## config.mk

```make
export PLATFORM = sky130hd
export DESIGN_NAME = keypad_row_scanner
export DESIGN_NICKNAME = d
export VERILOG_FILES = /design/src/rtl/kps_pkg.sv /design/src/rtl/kps_prescaler.sv /design/src/rtl/kps_settle.sv /design/src/rtl/kps_gap.sv /design/src/rtl/kps_key_store.sv /design/src/rtl/keypad_row_scanner.sv
export SDC_FILE = /design/constraint.sdc
export NUM_CORES = 1
export LEC_CHECK = 0
export ABC_AREA = 1
export BUFFER_PORTS_ARGS = -buffer_cell sky130_fd_sc_hd__buf_2
export CAP_MARGIN = 20
export CORE_AREA = 2 2 99 101
export DETAILED_ROUTE_END_ITERATION = 8
export DIE_AREA = 0 0 101 103
export PLACE_DENSITY = 0.83
export SKIP_LAST_GASP = 1
export SLEW_MARGIN = 20
export SYNTH_ARGS = -nofsm -noshare
export SYNTH_HDL_FRONTEND = slang
export SYNTH_SLANG_ARGS = --single-unit
```

## constraint.sdc

```tcl
create_clock -name clk -period 4.6 [get_ports clk]
set_input_delay 0.23 -clock clk [delete_from_list [all_inputs] [get_ports clk]]
set_output_delay 0.23 -clock clk [all_outputs]
set_load 0.02 [all_outputs]
```

## src/rtl/kps_pkg.sv

```systemverilog
package kps_pkg;

  typedef enum logic [1:0] {
    SCAN_IDLE = 2'd0,
    SCAN_ROW  = 2'd1,
    SCAN_GAP  = 2'd2
  } scan_state_e;

  // Settling delay in cycles: 2^(min_log + code)
  function automatic int settle_cycles(input int min_log, input logic [1:0] code);
    return 1 << (min_log + int'(code));
  endfunction

endpackage

```

## src/rtl/kps_prescaler.sv

```systemverilog
// Two cascaded dividers; win_end marks the last cycle of a row window.
module kps_prescaler #(
  parameter int PSC_W = 8,
  parameter int DIV_W = 8
) (
  input  logic             clk,
  input  logic             rst,
  input  logic             run,
  input  logic [PSC_W-1:0] psc,
  input  logic [DIV_W-1:0] pscdiv,
  output logic             win_end
);

  logic [PSC_W-1:0] pc_q;
  logic [DIV_W-1:0] dc_q;
  logic             pc_wrap;

  assign pc_wrap = (pc_q == psc);
  assign win_end = run && pc_wrap && (dc_q == pscdiv);

  always_ff @(posedge clk) begin
    if (rst || !run) begin
      pc_q <= '0;
      dc_q <= '0;
    end else if (pc_wrap) begin
      pc_q <= '0;
      dc_q <= (dc_q == pscdiv) ? '0 : dc_q + 1'b1;
    end else begin
      pc_q <= pc_q + 1'b1;
    end
  end

  // Counters stay inside the programmed ranges while the window runs
  assert_div_bound_R3: assert property (@(posedge clk) disable iff (rst)
    run |-> (pc_q <= psc) && (dc_q <= pscdiv));

endmodule

```

## src/rtl/kps_settle.sv

```systemverilog
// Picks the single cycle of a row window on which the columns are captured.
module kps_settle #(
  parameter int SETTLE_MIN_LOG = 2
) (
  input  logic       clk,
  input  logic       rst,
  input  logic       run,
  input  logic       win_end,
  input  logic [1:0] code,
  output logic       capture
);
  import kps_pkg::*;

  localparam int CNT_W = SETTLE_MIN_LOG + 4;

  logic [CNT_W-1:0] cnt_q;
  logic [CNT_W-1:0] target;
  logic             taken_q;

  assign target  = CNT_W'(settle_cycles(SETTLE_MIN_LOG, code));
  assign capture = run && !taken_q && ((cnt_q == target) || win_end);

  always_ff @(posedge clk) begin
    if (rst || !run || win_end) begin
      cnt_q   <= '0;
      taken_q <= 1'b0;
    end else begin
      if (capture) taken_q <= 1'b1;
      if (!taken_q) cnt_q <= cnt_q + 1'b1;
    end
  end

  // Once captured, a window takes no second sample
  assert_capture_once_R4: assert property (@(posedge clk) disable iff (rst)
    (run && taken_q && !win_end) |=> !capture);

endmodule

```

## src/rtl/kps_gap.sv

```systemverilog
// Counts the idle cycles between complete passes.
module kps_gap #(
  parameter int GAP_W = 10
) (
  input  logic             clk,
  input  logic             rst,
  input  logic             run,
  input  logic [GAP_W-1:0] gap,
  output logic             gap_last
);

  logic [GAP_W-1:0] cnt_q;

  assign gap_last = run && (cnt_q == gap);

  always_ff @(posedge clk) begin
    if (rst || !run) cnt_q <= '0;
    else             cnt_q <= cnt_q + 1'b1;
  end

  // A gap phase is only entered with a nonzero setting
  assert_gap_nonzero_R5: assert property (@(posedge clk) disable iff (rst)
    run |-> (gap != '0) && (cnt_q <= gap));

endmodule

```

## src/rtl/kps_key_store.sv

```systemverilog
// One register per row holding the latest column vector of that row.
module kps_key_store #(
  parameter int MAX_ROWS = 6,
  parameter int MAX_COLS = 8
) (
  input  logic                         clk,
  input  logic                         rst,
  input  logic                         clear,
  input  logic                         wr_en,
  input  logic [$clog2(MAX_ROWS)-1:0]  wr_row,
  input  logic [MAX_COLS-1:0]          wr_cols,
  output logic [MAX_ROWS*MAX_COLS-1:0] key_state
);

  for (genvar r = 0; r < MAX_ROWS; r++) begin : g_row
    logic [MAX_COLS-1:0] row_q;
    always_ff @(posedge clk) begin
      if (rst || clear)                      row_q <= '1;
      else if (wr_en && int'(wr_row) == r)   row_q <= wr_cols;
    end
    assign key_state[r*MAX_COLS +: MAX_COLS] = row_q;
  end

  assert_clear_released_R7: assert property (@(posedge clk) disable iff (rst)
    $past(clear) |-> (&key_state));

endmodule

```

## src/rtl/keypad_row_scanner.sv

```systemverilog
module keypad_row_scanner
  import kps_pkg::*;
#(
  parameter int MAX_ROWS       = 6,
  parameter int MAX_COLS       = 8,
  parameter int PSC_W          = 8,
  parameter int DIV_W          = 8,
  parameter int GAP_W          = 10,
  parameter int SETTLE_MIN_LOG = 2
) (
  input  logic                         clk,
  input  logic                         rst,
  input  logic                         enable,
  input  logic [$clog2(MAX_ROWS)-1:0]  row_code,
  input  logic [$clog2(MAX_COLS)-1:0]  col_code,
  input  logic [PSC_W-1:0]             psc,
  input  logic [DIV_W-1:0]             pscdiv,
  input  logic [1:0]                   settle_code,
  input  logic [GAP_W-1:0]             scan_gap,
  input  logic [MAX_COLS-1:0]          col_in,
  output logic [MAX_ROWS-1:0]          row_drv_n,
  output logic                         sample_valid,
  output logic [$clog2(MAX_ROWS)-1:0]  sample_row,
  output logic [MAX_COLS-1:0]          sample_cols,
  output logic                         scan_done,
  output logic [MAX_ROWS*MAX_COLS-1:0] key_state
);

  localparam int ROW_IDX_W = $clog2(MAX_ROWS);
  localparam int WIN_W     = PSC_W + DIV_W;

  scan_state_e          st_q, st_d;
  logic [ROW_IDX_W-1:0] row_q, row_d, last_row;
  logic                 cfg_ok, go;
  logic                 win_end, capture, gap_last, row_done;
  logic [MAX_COLS-1:0]  col_mask, col_now, cap_q, row_result;

  // Legal row codes: 1 .. MAX_ROWS-1 (rows = code + 1)
  assign cfg_ok   = (row_code != '0) && (int'(row_code) <= MAX_ROWS - 1);
  assign last_row = row_code;
  assign go       = enable && cfg_ok;

  for (genvar c = 0; c < MAX_COLS; c++) begin : g_mask
    assign col_mask[c] = (c <= int'(col_code));
  end

  assign col_now    = col_in | ~col_mask;
  assign row_done   = go && (st_q == SCAN_ROW) && win_end;
  assign row_result = capture ? col_now : cap_q;

  kps_prescaler #(.PSC_W(PSC_W), .DIV_W(DIV_W)) u_presc (
    .clk     (clk),
    .rst     (rst),
    .run     (st_q == SCAN_ROW),
    .psc     (psc),
    .pscdiv  (pscdiv),
    .win_end (win_end)
  );

  kps_settle #(.SETTLE_MIN_LOG(SETTLE_MIN_LOG)) u_settle (
    .clk     (clk),
    .rst     (rst),
    .run     (st_q == SCAN_ROW),
    .win_end (win_end),
    .code    (settle_code),
    .capture (capture)
  );

  kps_gap #(.GAP_W(GAP_W)) u_gap (
    .clk      (clk),
    .rst      (rst),
    .run      (st_q == SCAN_GAP),
    .gap      (scan_gap),
    .gap_last (gap_last)
  );

  kps_key_store #(.MAX_ROWS(MAX_ROWS), .MAX_COLS(MAX_COLS)) u_store (
    .clk       (clk),
    .rst       (rst),
    .clear     (!go),
    .wr_en     (row_done),
    .wr_row    (row_q),
    .wr_cols   (row_result),
    .key_state (key_state)
  );

  always_comb begin
    st_d  = st_q;
    row_d = row_q;
    case (st_q)
      SCAN_IDLE: begin
        st_d  = SCAN_ROW;
        row_d = '0;
      end
      SCAN_ROW: begin
        if (win_end) begin
          if (row_q == last_row) begin
            row_d = '0;
            st_d  = (scan_gap != '0) ? SCAN_GAP : SCAN_ROW;
          end else begin
            row_d = row_q + 1'b1;
          end
        end
      end
      SCAN_GAP: begin
        if (gap_last) begin
          st_d  = SCAN_ROW;
          row_d = '0;
        end
      end
      default: begin
        st_d  = SCAN_IDLE;
        row_d = '0;
      end
    endcase
    if (!go) begin
      st_d  = SCAN_IDLE;
      row_d = '0;
    end
  end

  always_ff @(posedge clk) begin
    if (rst) begin
      st_q         <= SCAN_IDLE;
      row_q        <= '0;
      row_drv_n    <= '1;
      sample_valid <= 1'b0;
      scan_done    <= 1'b0;
      sample_row   <= '0;
      sample_cols  <= '1;
      cap_q        <= '1;
    end else begin
      st_q         <= st_d;
      row_q        <= row_d;
      row_drv_n    <= (st_d == SCAN_ROW) ? ~(MAX_ROWS'(1) << row_d) : '1;
      sample_valid <= row_done;
      scan_done    <= row_done && (row_q == last_row);
      if (capture) cap_q <= col_now;
      if (row_done) begin
        sample_row  <= row_q;
        sample_cols <= row_result;
      end
    end
  end

  // ---------------- checking logic ----------------
  logic [WIN_W-1:0] win_cyc;
  logic [GAP_W:0]   gap_cyc;
  int               settle_len;

  assign settle_len = settle_cycles(SETTLE_MIN_LOG, settle_code);

  always_ff @(posedge clk) begin
    if (rst || st_q != SCAN_ROW || win_end) win_cyc <= '0;
    else                                    win_cyc <= win_cyc + 1'b1;
    if (rst || st_q != SCAN_GAP)            gap_cyc <= '0;
    else                                    gap_cyc <= gap_cyc + 1'b1;
  end

  assert_win_len_R3: assert property (@(posedge clk) disable iff (rst)
    win_end |-> int'(win_cyc) == (int'(psc) + 1) * (int'(pscdiv) + 1) - 1);

  assert_one_row_R3: assert property (@(posedge clk) disable iff (rst)
    $countones(~row_drv_n) <= 1);

  assert_capture_point_R4: assert property (@(posedge clk) disable iff (rst)
    capture |-> (int'(win_cyc) == settle_len) || (win_end && int'(win_cyc) < settle_len));

  assert_gap_len_R5: assert property (@(posedge clk) disable iff (rst)
    (st_q == SCAN_GAP && gap_last) |-> int'(gap_cyc) == int'(scan_gap));

  assert_done_last_R6: assert property (@(posedge clk) disable iff (rst)
    scan_done |-> sample_valid && (sample_row == last_row));

  assert_row_range_R1: assert property (@(posedge clk) disable iff (rst)
    (st_q == SCAN_ROW) |-> (row_q <= last_row));

  assert_idle_release_R8: assert property (@(posedge clk) disable iff (rst)
    $past(!go) |-> (&row_drv_n) && !sample_valid);

endmodule

```

**Yosys cells after proc, flatten, opt, wreduce, memory -nomap -nowiden**

Cells that the tools add are included.

- Equality and inequality tests: 13
- Shifts and indexed selects: 2
- Bitwise logic cells: 4
- Reduce and logical (&&, ||, !) cells: 31
- Add/subtract/negate cells: 6
- Mux-type cells: 13
- Magnitude comparators: 8

Operators by type and width:

| cell | count |
|---|---|
| adder 8 x 1 -> 8 bit (second input constant) | 2 |
| equality test 8 bit | 2 |
| logical AND 1 bit | 16 |
| 2-to-1 mux 8 bit | 2 |
| equality test 3 bit (second input constant) | 4 |
| <= comparator 3 bit (first input constant) | 4 |
| 2-to-1 mux 3 bit | 4 |
| << shifter 1 x 3 -> 6 bit (first input constant) | 2 |
| adder 10 x 1 -> 10 bit (second input constant) | 1 |
| equality test 10 bit | 1 |
| 2-to-1 mux 2 bit | 5 |
| nonzero test 10 bit | 1 |
| NOT 8 bit | 1 |
| OR 8 bit | 1 |
| adder 6 x 1 -> 6 bit (second input constant) | 1 |
| equality test 6 bit | 1 |
| <= comparator 2 x 3 -> 1 bit (first input constant) | 2 |
| NOT 6 bit | 1 |
| case mux 2 bit (3 select lines) | 1 |
| case mux 3 bit (2 select lines) | 1 |
| logical OR 1 bit | 5 |
| equality test 2 x 1 -> 1 bit (second input constant) | 2 |
| zero test 1 bit | 4 |
| OR reduction 2 bit | 2 |
| other kinds (11) | 11 |

- Input port bits: 45
- Register bits: 113
- Output and inout bits: 67
- Logic and storage cells: 96

**Depth between registers and ports, before layout**

- Word-level depth: 9
- Depth in mapped cells: 15
- Depth with buffers taken out: 15

**Cells and area by module**

A second synthesis with hierarchy kept.

- Cells, all modules: 791
- Area total of the unflattened synthesis: 5480.3 um^2

Modules (own cells, without submodules):

| module | times used | cells an instance | seq. area each (um^2) | area an instance (um^2) |
|---|---|---|---|---|
| kps_key_store | 1 | 221 | 960.9 | 1774.2 |
| keypad_row_scanner | 1 | 205 | 640.6 | 1506.4 |
| kps_prescaler | 1 | 197 | 320.3 | 1152.4 |
| kps_gap | 1 | 105 | 200.2 | 630.6 |
| kps_settle | 1 | 63 | 140.1 | 416.6 |

**Worst setup path after synthesis**

Ideal clock, no wire load.

- Path kind: reg-to-reg
- Start: register u_presc.pc_q[5]
- End: register sample_cols[6]
- Required time: 4481 ps
- Period minus slack after synthesis: 1752 ps
- Setup slack: 2848 ps
- Stages on the path, launching flop included: 13
- Arrival: 1633 ps
- Library setup time: 119 ps
- Buffers on the path: 1
- Cell sequence: dfxtp_1 -> inv_2 -> nand2_2 -> nand2_2 -> nor2_4 -> nand2_4 -> nor2_8 -> nand3_4 -> nor2_8 -> inv_2 -> buf_2 -> a21oi_1 -> o21ai_2

- Word-level cells in the longest chain between the ends: 6
- Elaborated cells on any way between the ends: 7
- Those cells by class: eq/ne (1); mux (1); reduce/logical (5)

Ends and longest elaborated chain:

| element | RTL line | source |
|---|---|---|
| start, declared | kps_prescaler.sv:14 | `logic [PSC_W-1:0] pc_q;` |
| start signal, assigned | kps_prescaler.sv:29 | `pc_q <= pc_q + 1'b1;` |
| equality test 8 bit * | kps_prescaler.sv:18 | `assign pc_wrap = (pc_q == psc);` |
| logical AND 1 bit * (2 in a row) | kps_prescaler.sv:19 | `assign win_end = run && pc_wrap && (dc_q == pscdiv);` |
| logical OR 1 bit | kps_settle.sv:21 | `assign capture = run && !taken_q && ((cnt_q == target) \|\| win_end);` |
| logical AND 1 bit | kps_settle.sv:21 |  |
| 2-to-1 mux 8 bit | -- |  |
| end signal, assigned | keypad_row_scanner.sv:141 | `sample_cols <= row_result;` |
| end, declared | keypad_row_scanner.sv:24 | `output logic [MAX_COLS-1:0] sample_cols,` |

Every way passes the cells marked *; elsewhere a longest branch is shown, timed or not.
A chain may end at the register's enable or synchronous reset.

**Worst setup path in the final report**

- Start: register row_q[0]
- End: register row_drv_n[5]

- Word-level cells in the longest chain between the ends: 8
- Elaborated cells on any way between the ends: 16
- Those cells by class: add/sub (1); eq/ne (2); shift (1); mux (9); bitwise (2); reduce/logical (1)

Ends and longest elaborated chain:

| element | RTL line | source |
|---|---|---|
| start, declared | keypad_row_scanner.sv:33 | `logic [ROW_IDX_W-1:0] row_q, row_d, last_row;` |
| start signal, assigned | keypad_row_scanner.sv:134 | `row_q <= row_d;` |
| equality test 3 bit | keypad_row_scanner.sv:97 | `if (row_q == last_row) begin` |
| 2-to-1 mux 2 bit | keypad_row_scanner.sv:97 |  |
| 2-to-1 mux 2 bit | keypad_row_scanner.sv:96 | `if (win_end) begin` |
| case mux 2 bit (3 select lines) | keypad_row_scanner.sv:90 | `case (st_q)` |
| 2-to-1 mux 2 bit | keypad_row_scanner.sv:116 | `if (!go) begin` |
| equality test 2 x 1 -> 1 bit | keypad_row_scanner.sv:135 | `row_drv_n <= (st_d == SCAN_ROW) ? ~(MAX_ROWS'(1) << row_d) : '1;` |
| NOT 1 bit (no source line) | -- |  |
| OR reduction 2 bit (no source line) | -- |  |
| end signal, assigned | keypad_row_scanner.sv:135 |  |
| end, declared | keypad_row_scanner.sv:21 | `output logic [MAX_ROWS-1:0] row_drv_n,` |

Parallel ways exist; a longest one is shown, timed or not.

==> flow_summary_export.csv <==
group,metric,value,unit
floorplanning,die_x,101,um
synthesis,syn-cell-area,5350,um2
synthesis,synth_area_per_cell,6.92,um2
synthesis,synth_area_leader_cell,"dfxtp_1",
timing,max_slew_margin,65.8,%
global_route,grt_pass1_vias,4651,
clock_tree,ctsLongestPathBuffers,2,
floorplanning,initial_core_util,56.6,%
clock_tree,postCtsSetupRepairBufs,0,
final_layout,drive_above_1_share,20.8,%
setup_path,arrival,2.51,ns
setup_path,cp.required,4.98,ns
synthesis,synth-seq-area-share,42.3,%
clock_tree,post_cts_resized,0,
pwr,p_leak,0.00294,uW
routing,detail-route-antenna-nets,0,
setup_path,max_stage_delay,0.37,ns
synthesis,syn-instance-count,774,
timing,fmax,0.469,GHz
synthesis,synthTopCellsByArea,"dfxtp_1 42%, nand2_1 18%, a21oi_1 7.4%",
setup_path,path_class,"reg -> reg",
setup_path,crit_path_top_delay_cell,"dfxtp_1",
routing,vias,5148,
floorplanning,core_area,9460,um2
clock_tree,cts_num_sinks,113,
final_layout,nNetsFinal,952,
synthesis,post_synth_num_cell_types,32,
timing,setup_tns,0,ns
floorplanning,dieArea,10400,um2
floorplanning,ioPinCount,112,
timing,timing.final.crit_share,46.3,%
clock_tree,postCtsHoldBufs,0,
global_route,grt_pass1_wl,21100,um
routing,vias_per_cell,5.04,
placed_design,place.detailed.hpwl,9210,um
setup_path,worstPathMaxFanout,6,
timing,period_needed,2.13,ns
floorplanning,die_h,103,um
global_route,grt.total_usage,25.5,%
clock_tree,cts_buffers,17,
routing,drt_first_pass_iters,6,
outcome,outcome,"finished, final reports clean",
setup_path,crit_path_end_kind,"register",
routing,wl,13000,um
setup_path,crit_path_frequent_cell,"nand2_1",
final_layout,stdcell_count,1021,
timing,drv_slew,0,
clock_tree,htreeDepth,4,
synthesis,synth.top_cell.area_share,42.3,%
pwr,p_per_area,360,nW/um2
pwr,irDropWorstVdd,257,uV
synthesis,synth_nets,832,
clock_tree,cts_tree,"built",
timing,finalSetupViolCount,0,
synthesis,synth_edf_count,0,
synthesis,synth_seq_cells,113,
clock_tree,clk_latency,0.51,ns
synthesis,yosysWarnings,0,
global_route,grt_overflow,0,
routing,drc,0,
synthesis,synthArstFlopShare,0,%
timing,final.setup_skew,0.0157,ns
setup_path,crit_path_start_kind,"register",
clock_tree,clock_tree.root_cell,"clkbuf_8",
final_layout,fill_cells,802,
synthesis,synthFlopType,"dfxtp_1",
routing,drt_iter0_drc,255,
timing,rsz0062_at_grt,"no",
placed_design,dpl.cell_count,989,
final_layout,syn_to_final_growth,23.0,%
flow_run,maxCapViolCount,0,
floorplanning,rows,36,
routing,wl_per_cell,12.7,um
clock_tree,clk_pin_slew,0.06,ns
placed_design,io_buffers,111,
setup_path,crit_chain,"inv_1 -> nand2_1 -> nand2_1 -> nand3_1 -> inv_1 -> nand2_1 -> nand2_1 -> nand3_1 -> nand2_1 -> nand2_1 -> nand2_1 -> nand2_1 -> nor2_1 -> nand2_1",
placed_design,gp_congestion,0.899,
final_layout,multi_input_area,2620,um2
final_layout,regArea,2260,um2
worst_hold_path,hp-class,"in -> reg",
timing,worst_pin_slew,0.513,ns
global_route,grt_antenna_before_repair,0,
final_layout,antenna_cells,0,
global_route,grt_max_degree,51,
timing,finalHoldViolCount,0,
[metal layers]
| metal | track usage, % | wire, um | part of all wire [%] |
|---|---|---|---|
| met4 | 8.00 | 162 | 1.2 |
| met1 | 33.0 | 6080 | 47 |
| met2 | 41.8 | 5980 | 46 |
| met3 | 7.12 | 773 | 5.9 |
| met5 | 0 | 0 | 0 |
[metrics by stage]
| step | total power (uW) | cell area [um2] | hold slack [ns] | setup slack, ns | util (%) |
|---|---|---|---|---|---|
| after floorplan | 1070 | 5350 | 0.430 | 2.85 | - |
| after global placement | 1110 | 6010 | 0.440 | 2.55 | 63.5 |
| after detailed placement | 1110 | 6010 | 0.441 | 2.49 | 63.5 |
| after CTS | 2380 | 6590 | 0.0980 | 2.52 | 69.6 |
| after global routing | 2440 | 6590 | 0.118 | 2.24 | 69.6 |
| final | 2370 | 6590 | 0.0994 | 2.47 | 69.6 |
[synth_stat cells, types with 6 or more instances]
master / n
nand2_1: 254
dfxtp_1: 113
inv_1: 97
a21oi_1: 79
nor2_1: 77
nand3_1: 25
nor3_1: 14
ha_1: 13
inv_2: 13
o21ai_1: 13
o21ai_0: 11
o21ai_2: 9
nor2_4: 7
nand2_2: 6
xor2_1: 6
[report_power, final]
part,leakage [uW],switching (uW),internal [uW]
Clock,0.000279,487,791
Combinational,0.00175,72.1,36.9
Sequential,0.000914,2.13,983
[cell usage in the layout (no fill, tap or decap), types with 14 or more instances in the layout]
cell	Yosys	layout
a21oi_1	79	79
buf_2	4	111
clkbuf_16	0	16
dfxtp_1	113	113
inv_1	97	97
nand2_1	254	254
nand3_1	25	25
nor2_1	77	77
nor3_1	14	14
[area by class of cell]
| type | count | area share, % |
|---|---|---|
| clock buffer | 18 | 6.50 |
| sequential | 113 | 34.3 |
| tap | 114 | 2.17 |
| clock inverter | 14 | 2.34 |
| multi-input combinational | 539 | 39.8 |
| inverter | 111 | 6.32 |
| timing repair buffer | 112 | 8.55 |
[cells by family after synthesis]
group                    share of synthesized area (%)
AND/OR/NAND/NOR                                   32.5
buffers and inverters                             8.79
AO/OA/AOI/OAI                                     12.3
flip-flops                                        42.3
adder cells (fa/ha/maj)                           3.04
XOR/XNOR                                          1.15
[state kept, by name (all words and copies together), names as in the netlist]
| register | count |
|---|---|
| row_drv_n | 6 |
| u_presc.dc_q | 8 |
| scan_done | 1 |
| sample_valid | 1 |
| sample_cols | 8 |
| cap_q | 8 |
| u_settle.cnt_q | 6 |
| sample_row | 3 |
| u_settle.taken_q | 1 |
| u_presc.pc_q | 8 |
| u_gap.cnt_q | 10 |
| st_q | 2 |
| row_q | 3 |
| u_store.g_row.row_q | 48 |
[worst max-delay path, delay by kind of cell, from the launching register on]
kind | cells | cell delay (ns)
DFF | 1 | 0.37
buffers and inverters | 2 | 0.37
and+or+nand+nor | 12 | 1.27
[path summary, 6_finish.rpt]
| check | slack [ns] | start | endpoint | cells after the start |
|---|---|---|---|---|
| min reg2reg | 0.45 | u_store.g_row[0].row_q[3] | u_store.g_row[0].row_q[3] | 2 |
| min | 0.1 | rst | row_q[2] | 2 |
| max reg2reg | 2.47 | row_q[0] | row_drv_n[5] | 14 |
| max | 2.47 | row_q[0] | row_drv_n[5] | 14 |
Note: power is estimated with default switching activity, not from simulation.
